[src/rtl/dk_pkg.sv]
package dk_pkg;
   // function codes
   localparam logic [3:0] FN_STAT   = 4'd0;
   localparam logic [3:0] FN_WRITE  = 4'd1;
   localparam logic [3:0] FN_READ   = 4'd2;
   localparam logic [3:0] FN_SEEK   = 4'd3;
   localparam logic [3:0] FN_REFINE = 4'd5;
   localparam logic [3:0] FN_CHECK  = 4'd6;
   localparam logic [3:0] FN_INIT   = 4'd9;
   localparam logic [3:0] FN_ADDR   = 4'd11;

   // status bit masks
   localparam logic [15:0] ST_ATTN  = 16'h8000;
   localparam logic [15:0] ST_FIRST = 16'h4000;
   localparam logic [15:0] ST_NRDY  = 16'h0040;
   localparam logic [15:0] ST_FLAG  = 16'h0008;
   localparam logic [15:0] ST_BUSY  = 16'h0004;
   localparam logic [15:0] ST_ANY   = 16'h0001;
   localparam logic [15:0] ST_SPARE = 16'h0080;

   // groups
   localparam logic [15:0] ERR_GROUP  = 16'hFF6A;
   localparam logic [15:0] RD_CLEAR   = 16'h803A;
   localparam logic [15:0] SEEK_CLEAR = 16'h4700;

   function automatic logic [15:0] with_any(input logic [15:0] s);
      return s | (((s & ERR_GROUP) != 16'h0) ? ST_ANY : 16'h0);
   endfunction
endpackage

[src/rtl/dk_cmd_decode.sv]
module dk_cmd_decode
   import dk_pkg::*;
#(
   parameter int DRV_W  = 2,
   parameter int FN_LSB = 12
) (
   input  logic [15:0]      word,
   output logic [3:0]       fn,
   output logic [DRV_W-1:0] drv,
   output logic             is_launch,
   output logic             needs_attach,
   output logic             is_seek,
   output logic             is_init
);
   assign fn  = word[FN_LSB +: 4];
   assign drv = word[DRV_W-1:0];

   always_comb begin
      is_launch    = 1'b0;
      needs_attach = 1'b0;
      is_seek      = 1'b0;
      is_init      = 1'b0;
      unique case (fn)
         FN_STAT, FN_ADDR: is_launch = 1'b1;
         FN_WRITE, FN_READ, FN_REFINE, FN_CHECK: begin
            is_launch    = 1'b1;
            needs_attach = 1'b1;
         end
         FN_SEEK: begin
            is_launch    = 1'b1;
            needs_attach = 1'b1;
            is_seek      = 1'b1;
         end
         FN_INIT: is_init = 1'b1;
         default: ;
      endcase
   end
endmodule

[src/rtl/dk_drive_status.sv]
module dk_drive_status
   import dk_pkg::*;
(
   input  logic        clk,
   input  logic        rst_n,
   input  logic        present,
   input  logic        done_hit,
   input  logic [15:0] done_err,
   input  logic        seek_go,
   input  logic        init_go,
   input  logic        absent_go,
   input  logic        rd_clr,
   output logic [15:0] st
);
   logic        prev_q;
   logic [15:0] nxt;

   always_comb begin
      nxt = st;
      if (present && !prev_q) nxt = (nxt | ST_FIRST) & ~ST_NRDY;
      if (!present && prev_q) nxt = (nxt | ST_NRDY) & ~ST_FIRST;
      if (done_hit)  nxt = (nxt | ST_ATTN | done_err) & ~ST_BUSY;
      if (seek_go)   nxt = (nxt | ST_BUSY) & ~SEEK_CLEAR;
      if (init_go)   nxt = nxt | ST_FLAG;
      if (absent_go) nxt = ST_NRDY;
      if (rd_clr)    nxt = nxt & ~RD_CLEAR;
      nxt = nxt & ~(ST_ANY | ST_SPARE);
   end

   always_ff @(posedge clk) begin
      if (!rst_n) begin
         st     <= present ? ST_FIRST : ST_NRDY;
         prev_q <= present;
      end else begin
         st     <= nxt;
         prev_q <= present;
      end
   end


   seek_busy_chk: assert property (@(posedge clk) disable iff (!rst_n)
      seek_go |=> (st[2] && !st[14] && !st[8]));

   rd_clear_chk: assert property (@(posedge clk) disable iff (!rst_n)
      rd_clr |=> ((st & RD_CLEAR) == 16'h0));

   absent_only_chk: assert property (@(posedge clk) disable iff (!rst_n)
      absent_go |=> (st == ST_NRDY));

   attach_chk: assert property (@(posedge clk) disable iff (!rst_n)
      (present && !prev_q && !done_hit) |=> (st[14] && !st[6]));
endmodule

[src/rtl/dk_cmd_status.sv]
module dk_cmd_status
   import dk_pkg::*;
#(
   parameter int NUM_DRIVES = 4,
   parameter int WORD_W     = 16,
   parameter int FN_LSB     = 12,
   localparam int DRV_W     = (NUM_DRIVES > 1) ? $clog2(NUM_DRIVES) : 1
) (
   input  logic                  clk,
   input  logic                  rst_n,
   input  logic [NUM_DRIVES-1:0] drive_present,
   input  logic                  cmd_wr,
   input  logic [WORD_W-1:0]     cmd_in,
   input  logic                  start,
   input  logic                  cancel,
   input  logic                  flag_clr,
   input  logic                  stat_rd,
   input  logic                  done,
   input  logic [DRV_W-1:0]      done_drv,
   input  logic [WORD_W-1:0]     done_err,
   input  logic [WORD_W-1:0]     bus_in,
   input  logic                  sum_merge,
   output logic                  launch,
   output logic [3:0]            launch_fn,
   output logic [DRV_W-1:0]      launch_drv,
   output logic                  ctrl_busy,
   output logic                  chan_flag,
   output logic                  cmd_active,
   output logic [WORD_W-1:0]     status_out,
   output logic [WORD_W-1:0]     summary_out
);
   if (WORD_W != 16) begin : g_bad_width
      $error("dk_cmd_status: status layout needs a 16-bit word");
   end
   if (NUM_DRIVES < 1 || NUM_DRIVES > 16 || (1 << DRV_W) != NUM_DRIVES) begin : g_bad_drives
      $error("dk_cmd_status: drive count must be a power of two up to 16");
   end

   logic [15:0]      cmd_q;
   logic             ctl_q;
   logic [3:0]       fn;
   logic [DRV_W-1:0] drv;
   logic             is_launch, needs_attach, is_seek, is_init;
   logic             start_acc, launch_go, absent_go, seek_go, init_go, sel_present;
   logic [15:0]      st_arr [NUM_DRIVES];
   logic [NUM_DRIVES-1:0] attn;

   dk_cmd_decode #(.DRV_W(DRV_W), .FN_LSB(FN_LSB)) u_dec (
      .word(cmd_q), .fn(fn), .drv(drv), .is_launch(is_launch),
      .needs_attach(needs_attach), .is_seek(is_seek), .is_init(is_init)
   );

   assign sel_present = drive_present[drv];
   assign start_acc   = start && !ctl_q && !cancel;
   assign launch_go   = start_acc && is_launch && (sel_present || !needs_attach);
   assign absent_go   = start_acc && is_launch && needs_attach && !sel_present;
   assign seek_go     = launch_go && is_seek;
   assign init_go     = start_acc && is_init;

   for (genvar i = 0; i < NUM_DRIVES; i++) begin : g_drive
      logic sel;
      assign sel = (drv == DRV_W'(i));
      dk_drive_status u_st (
         .clk(clk), .rst_n(rst_n), .present(drive_present[i]),
         .done_hit(done && (done_drv == DRV_W'(i))),
         .done_err(done_err),
         .seek_go(seek_go && sel), .init_go(init_go && sel),
         .absent_go(absent_go && sel), .rd_clr(stat_rd && sel),
         .st(st_arr[i])
      );
      assign attn[i] = st_arr[i][15];
   end

   always_ff @(posedge clk) begin
      if (!rst_n) begin
         cmd_q      <= '0;
         ctl_q      <= 1'b0;
         cmd_active <= 1'b0;
         ctrl_busy  <= 1'b0;
         chan_flag  <= 1'b1;
         launch     <= 1'b0;
         launch_fn  <= '0;
         launch_drv <= '0;
      end else begin
         if (cmd_wr) cmd_q <= cmd_in;

         if (cancel)         ctl_q <= 1'b0;
         else if (start_acc) ctl_q <= 1'b1;

         if (cancel)         cmd_active <= 1'b0;
         else if (start_acc) cmd_active <= !(init_go || absent_go);
         else if (done)      cmd_active <= 1'b0;

         if (cancel)         ctrl_busy <= 1'b0;
         else if (launch_go) ctrl_busy <= 1'b1;
         else if (done)      ctrl_busy <= 1'b0;

         if (init_go || absent_go || done) chan_flag <= 1'b1;
         else if (flag_clr)                chan_flag <= 1'b0;

         launch <= launch_go;
         if (launch_go) begin
            launch_fn  <= fn;
            launch_drv <= drv;
         end
      end
   end

   assign status_out = with_any(st_arr[drv]);

   always_comb begin
      summary_out = sum_merge ? bus_in : '0;
      for (int i = 0; i < NUM_DRIVES; i++)
         summary_out[i] = summary_out[i] | attn[i];
   end


   init_flag_chk: assert property (@(posedge clk) disable iff (!rst_n)
      init_go |=> (chan_flag && !cmd_active && !launch));

   latched_start_chk: assert property (@(posedge clk) disable iff (!rst_n)
      (start && ctl_q) |=> !launch);

   cancel_chk: assert property (@(posedge clk) disable iff (!rst_n)
      cancel |=> (!ctrl_busy && !cmd_active));

   done_chk: assert property (@(posedge clk) disable iff (!rst_n)
      (done && !start_acc && !cancel) |=> (!ctrl_busy && chan_flag && !cmd_active));

   launch_pulse_chk: assert property (@(posedge clk) disable iff (!rst_n)
      launch |=> !launch);
endmodule

[config.mk]
export PLATFORM = sky130hd
export DESIGN_NAME = dk_cmd_status
export DESIGN_NICKNAME = d
export VERILOG_FILES = /design/src/rtl/dk_pkg.sv /design/src/rtl/dk_cmd_decode.sv /design/src/rtl/dk_drive_status.sv /design/src/rtl/dk_cmd_status.sv
export SDC_FILE = /design/constraint.sdc
export NUM_CORES = 1
export LEC_CHECK = 0
export ABC_AREA = 1
export BUFFER_PORTS_ARGS = -buffer_cell sky130_fd_sc_hd__buf_2
export CAP_MARGIN = 10
export CORE_MARGIN = 2
export CORE_UTILIZATION = 25
export CTS_CLUSTER_SIZE = 8
export DETAILED_ROUTE_END_ITERATION = 6
export HOLD_SLACK_MARGIN = 0.15
export PLACE_DENSITY = 0.45
export SETUP_SLACK_MARGIN = 0.4
export SLEW_MARGIN = 10
export SYNTH_ARGS = -nofsm -noshare
export SYNTH_HDL_FRONTEND = slang
export SYNTH_SLANG_ARGS = --single-unit
[constraint.sdc]
create_clock -name clk -period 2.4 [get_ports clk]
set_clock_uncertainty 0.05 [all_clocks]
set_input_delay 0.24 -clock clk [delete_from_list [all_inputs] [get_ports clk]]
set_output_delay 0.24 -clock clk [all_outputs]
set_load 0.02 [all_outputs]
==> results summary <==
The flow ran to the end, and the final reports show no timing, DRC or antenna violations. The critical path class is register to output port. The initial standard-cell utilization of the core is 25.3%. The minimum clock period came out at 2.11 ns. The number of rows in the core area is 44. Data arrives at the worst endpoint at 1.82 ns.

In this run the critical register-to-register path is launched from cmd_q[13]$_SDFFE_PN0P_. The proportion of netlist area held by the largest area contributor is 42.4%. The floorplan step defined a die boundary enclosing 15500 um2.

The analysis attributes to cell leakage a power of 2.43 nW. The final number of max-transition violations is 0. The number of antenna violations at the first check in global routing came out at 0. The largest area contributor in the netlist is dfxtp_1.

The later-pin clock latency in the skew report is 0.34 ns. The post-route fraction of the period consumed by the critical path is 88.0%. Counting every net in the synthesized netlist gives 584. The number of library cell types mapped by synthesis is 30. CTS built an H-tree with a depth of 3. The remaining number of nets flagged by the antenna check after routing came out at 0.

The total setup violations reported at the end of the flow is 0. The maximum net fanout on the critical path is 13. The required time reported for the critical path endpoint is 2.11 ns. Derived from the worst setup path, the maximum achievable clock frequency is 0.473 GHz.

The core area is 14400 um2. The post-synthesis sequential element count came out at 77. The detailed-routing iteration count for the pre-antenna-repair pass is 5. The count of pins on the block boundary came out at 105. Max-cap violations in this run came to 0. The transition at the pin with the smallest max-transition slack is 0.597 ns.

During synthesis, Yosys emitted a total of 0 warnings. The total global routing overflow is 0. The worst hold path terminates at cmd_q[12]$_SDFFE_PN0P_. The CTS clock-pin slew for the worst setup and hold paths is 0.06 ns. In the post-synthesis netlist, the biggest area contributors are dfxtp_1, inv_1, nand2_1, a21oi_1, nor2_1. The antenna diode count is 0. The synthesized area divided by synthesized cell count came out at 6.98 um2. The count of input and output buffers came out at 89. No sink is reached through more buffers than the 2 on the longest clock path. For this run, design rule violations remaining after detail routing come to 0. The endpoint identified for the worst register-to-register timing path is g_drive[3].u_st.st[10]$_SDFFE_PP0P_. The number of clock sinks is 77.

STA classifies the critical path startpoint as a register. The weighted congestion reported at the end of routability-driven placement is 0.804. In the final routed layout, each cell accounts on average for 13.8 um. The number of non-filler instances in the completed layout is 840. The routed via count divided by cell count came out at 4.47. The global-route total usage across every layer is 15.2%. In this run the register-to-register setup slack is 0.64 ns.

STA classifies the critical path endpoint as an output port. The via count of the first global-routing pass came out at 3687. Power spread over the standard cell area amounts to 665 nW/um2. The floorplan die width is 125 um. The cell at the root of the clock tree is clkbuf_16. The number of flops mapped to enable cells by yosys is 0. The post-DP HPWL came out at 8300 um. Counting instances, the worst hold path has a depth of 3.

The synthesized netlist occupies a cell area of 3640 um2. The count of nets after finishing came out at 714. The largest net degree at the start of global routing is 27. Of the cells placed in the final design, the portion with a size suffix greater than 1 is 26.1%.

The worst-case headroom to the max-slew limit came out at 59.9%. The instance count of the mapped netlist came out at 521. Counting cells, the worst reg-to-reg path comes to 5. The final sum of negative setup slack came out at 0 ns. The floorplan step set the die height to 125 um.

The share of async-settable or async-resettable flops after synthesis came out at 0%. The detailed router finished its first iteration with 159 violations. The layout overhead on the synthesized area is 39.6%.

The main flop type after synthesis is dfxtp_1. After synthesis, the most frequently instantiated cells are inv_1, nand2_1, dfxtp_1. Setup repair after global routing could not meet its margin everywhere.

The final hold violation count is 0. The routed design has 11600 um of wire. The overall via count from detail_route came out at 3756. The sequential cell area fraction in the yosys report is 42.4%. IR analysis of the VDD net gives a maximum drop of 344 uV.

The sum of internal, switching and leakage power came out at 3.38 mW. The tightest min-delay check is of the primary input to register type. By instance count, the leading cell after synthesis is inv_1.

The global-route wire length before repair came out at 18600 um. In this run the most critical hold path is launched from cmd_in[12]. The CTS tree is yes. The number of CTS-inserted buffers is 9. Counting tap cells, the placed design contains a total of 788 instances.
layout make-up:
class / instances / area [um2]
clock buffers: 13 / 270
clock inverters: 3 / 42.5
fillers: 1503 / 9290
inverters: 111 / 428
multi-input cells: 315 / 1650
flip-flops and latches: 77 / 1550
well taps: 184 / 230
repair buffers: 137 / 903
power by group:
group | internal [mW] | switching, mW
combinational | 0.224 | 0.361
clock | 0.889 | 0.534
sequential | 1.34 | 0.0306
per-layer routing:
layer  global-route usage, %  routed length, um
met5                       0                  0
met4                    4.36                189
met3                    4.73                774
met2                    25.5               5420
met1                    18.7               5210
logic make-up (layout without fill, tap and decap cells):
group	Yosys count	count (layout)	share of synthesized area, %
AO/OA/AOI/OAI	115	115	17.3
buffers and inverters	129	264	13.9
flip-flops	77	77	42.4
other	1	1	0.103
AND/OR/NAND/NOR	199	199	26.2
stage by stage:
| step | worst slack [ns] | hold WS (ns) | utilization, % | area (um2) |
|---|---|---|---|---|
| 6_report | 0.288 | 0.150 | 35.3 | 5080 |
| 5_1_grt | 0.182 | 0.158 | 35.3 | 5080 |
| 4_1_cts | 0.290 | 0.153 | 35.1 | 5040 |
| 3_5_place_dp | 0.442 | 0.326 | 30.0 | 4310 |
| 3_3_place_gp | 0.474 | 0.324 | 30.0 | 4310 |
| 2_1_floorplan | 0.803 | 0.218 | - | 3640 |
placed cells by master, fill, tap and decap left out, drive strengths merged, types with 2 or more instances in the layout:
master and count:
o21a 4, clkinvlp 4, nor2 57, inv 107, o221ai 5, nand3 17
o21ai 36, o22ai 13, nand4 30, dfxtp 77, buf 117, a22oi 2
clkbuf 13, dlygate4sd3 20, nand2 89, a21oi 53, clkinv 2, nor3 4
worst max-delay path by stage:
stage	startpoint	endpoint	slack, ns
after global routing	cmd_q[1]$_SDFFE_PN0P_	status_out[0]	0.18
after floorplan	cmd_q[0]$_SDFFE_PN0P_	status_out[0]	0.80
after CTS	cmd_q[0]$_SDFFE_PN0P_	status_out[0]	0.29
after global placement	cmd_q[0]$_SDFFE_PN0P_	status_out[0]	0.47
final	cmd_q[0]$_SDFFE_PN0P_	status_out[0]	0.29
after detailed placement	cmd_q[1]$_SDFFE_PN0P_	status_out[0]	0.44
timing repair:
item,in CTS,in global routing
hold buffers,20,0
pin swaps,15,10
setup buffers,12,3
setup endpoints to repair,14,8
resized for setup,41,6
cloned,1,0
hold endpoints to repair,23,0
worst max-delay path, cell delays in order, from the launching register on:
cell and delay [ns]:
dfxtp_4 0.39, inv_2 0.08, nand2_1 0.09, buf_8 0.17
nor2_1 0.08, nor3_2 0.23, nand2_1 0.08, nor2_1 0.11
nand3_1 0.10, buf_6 0.14
Power figures use the tool's default switching activity.
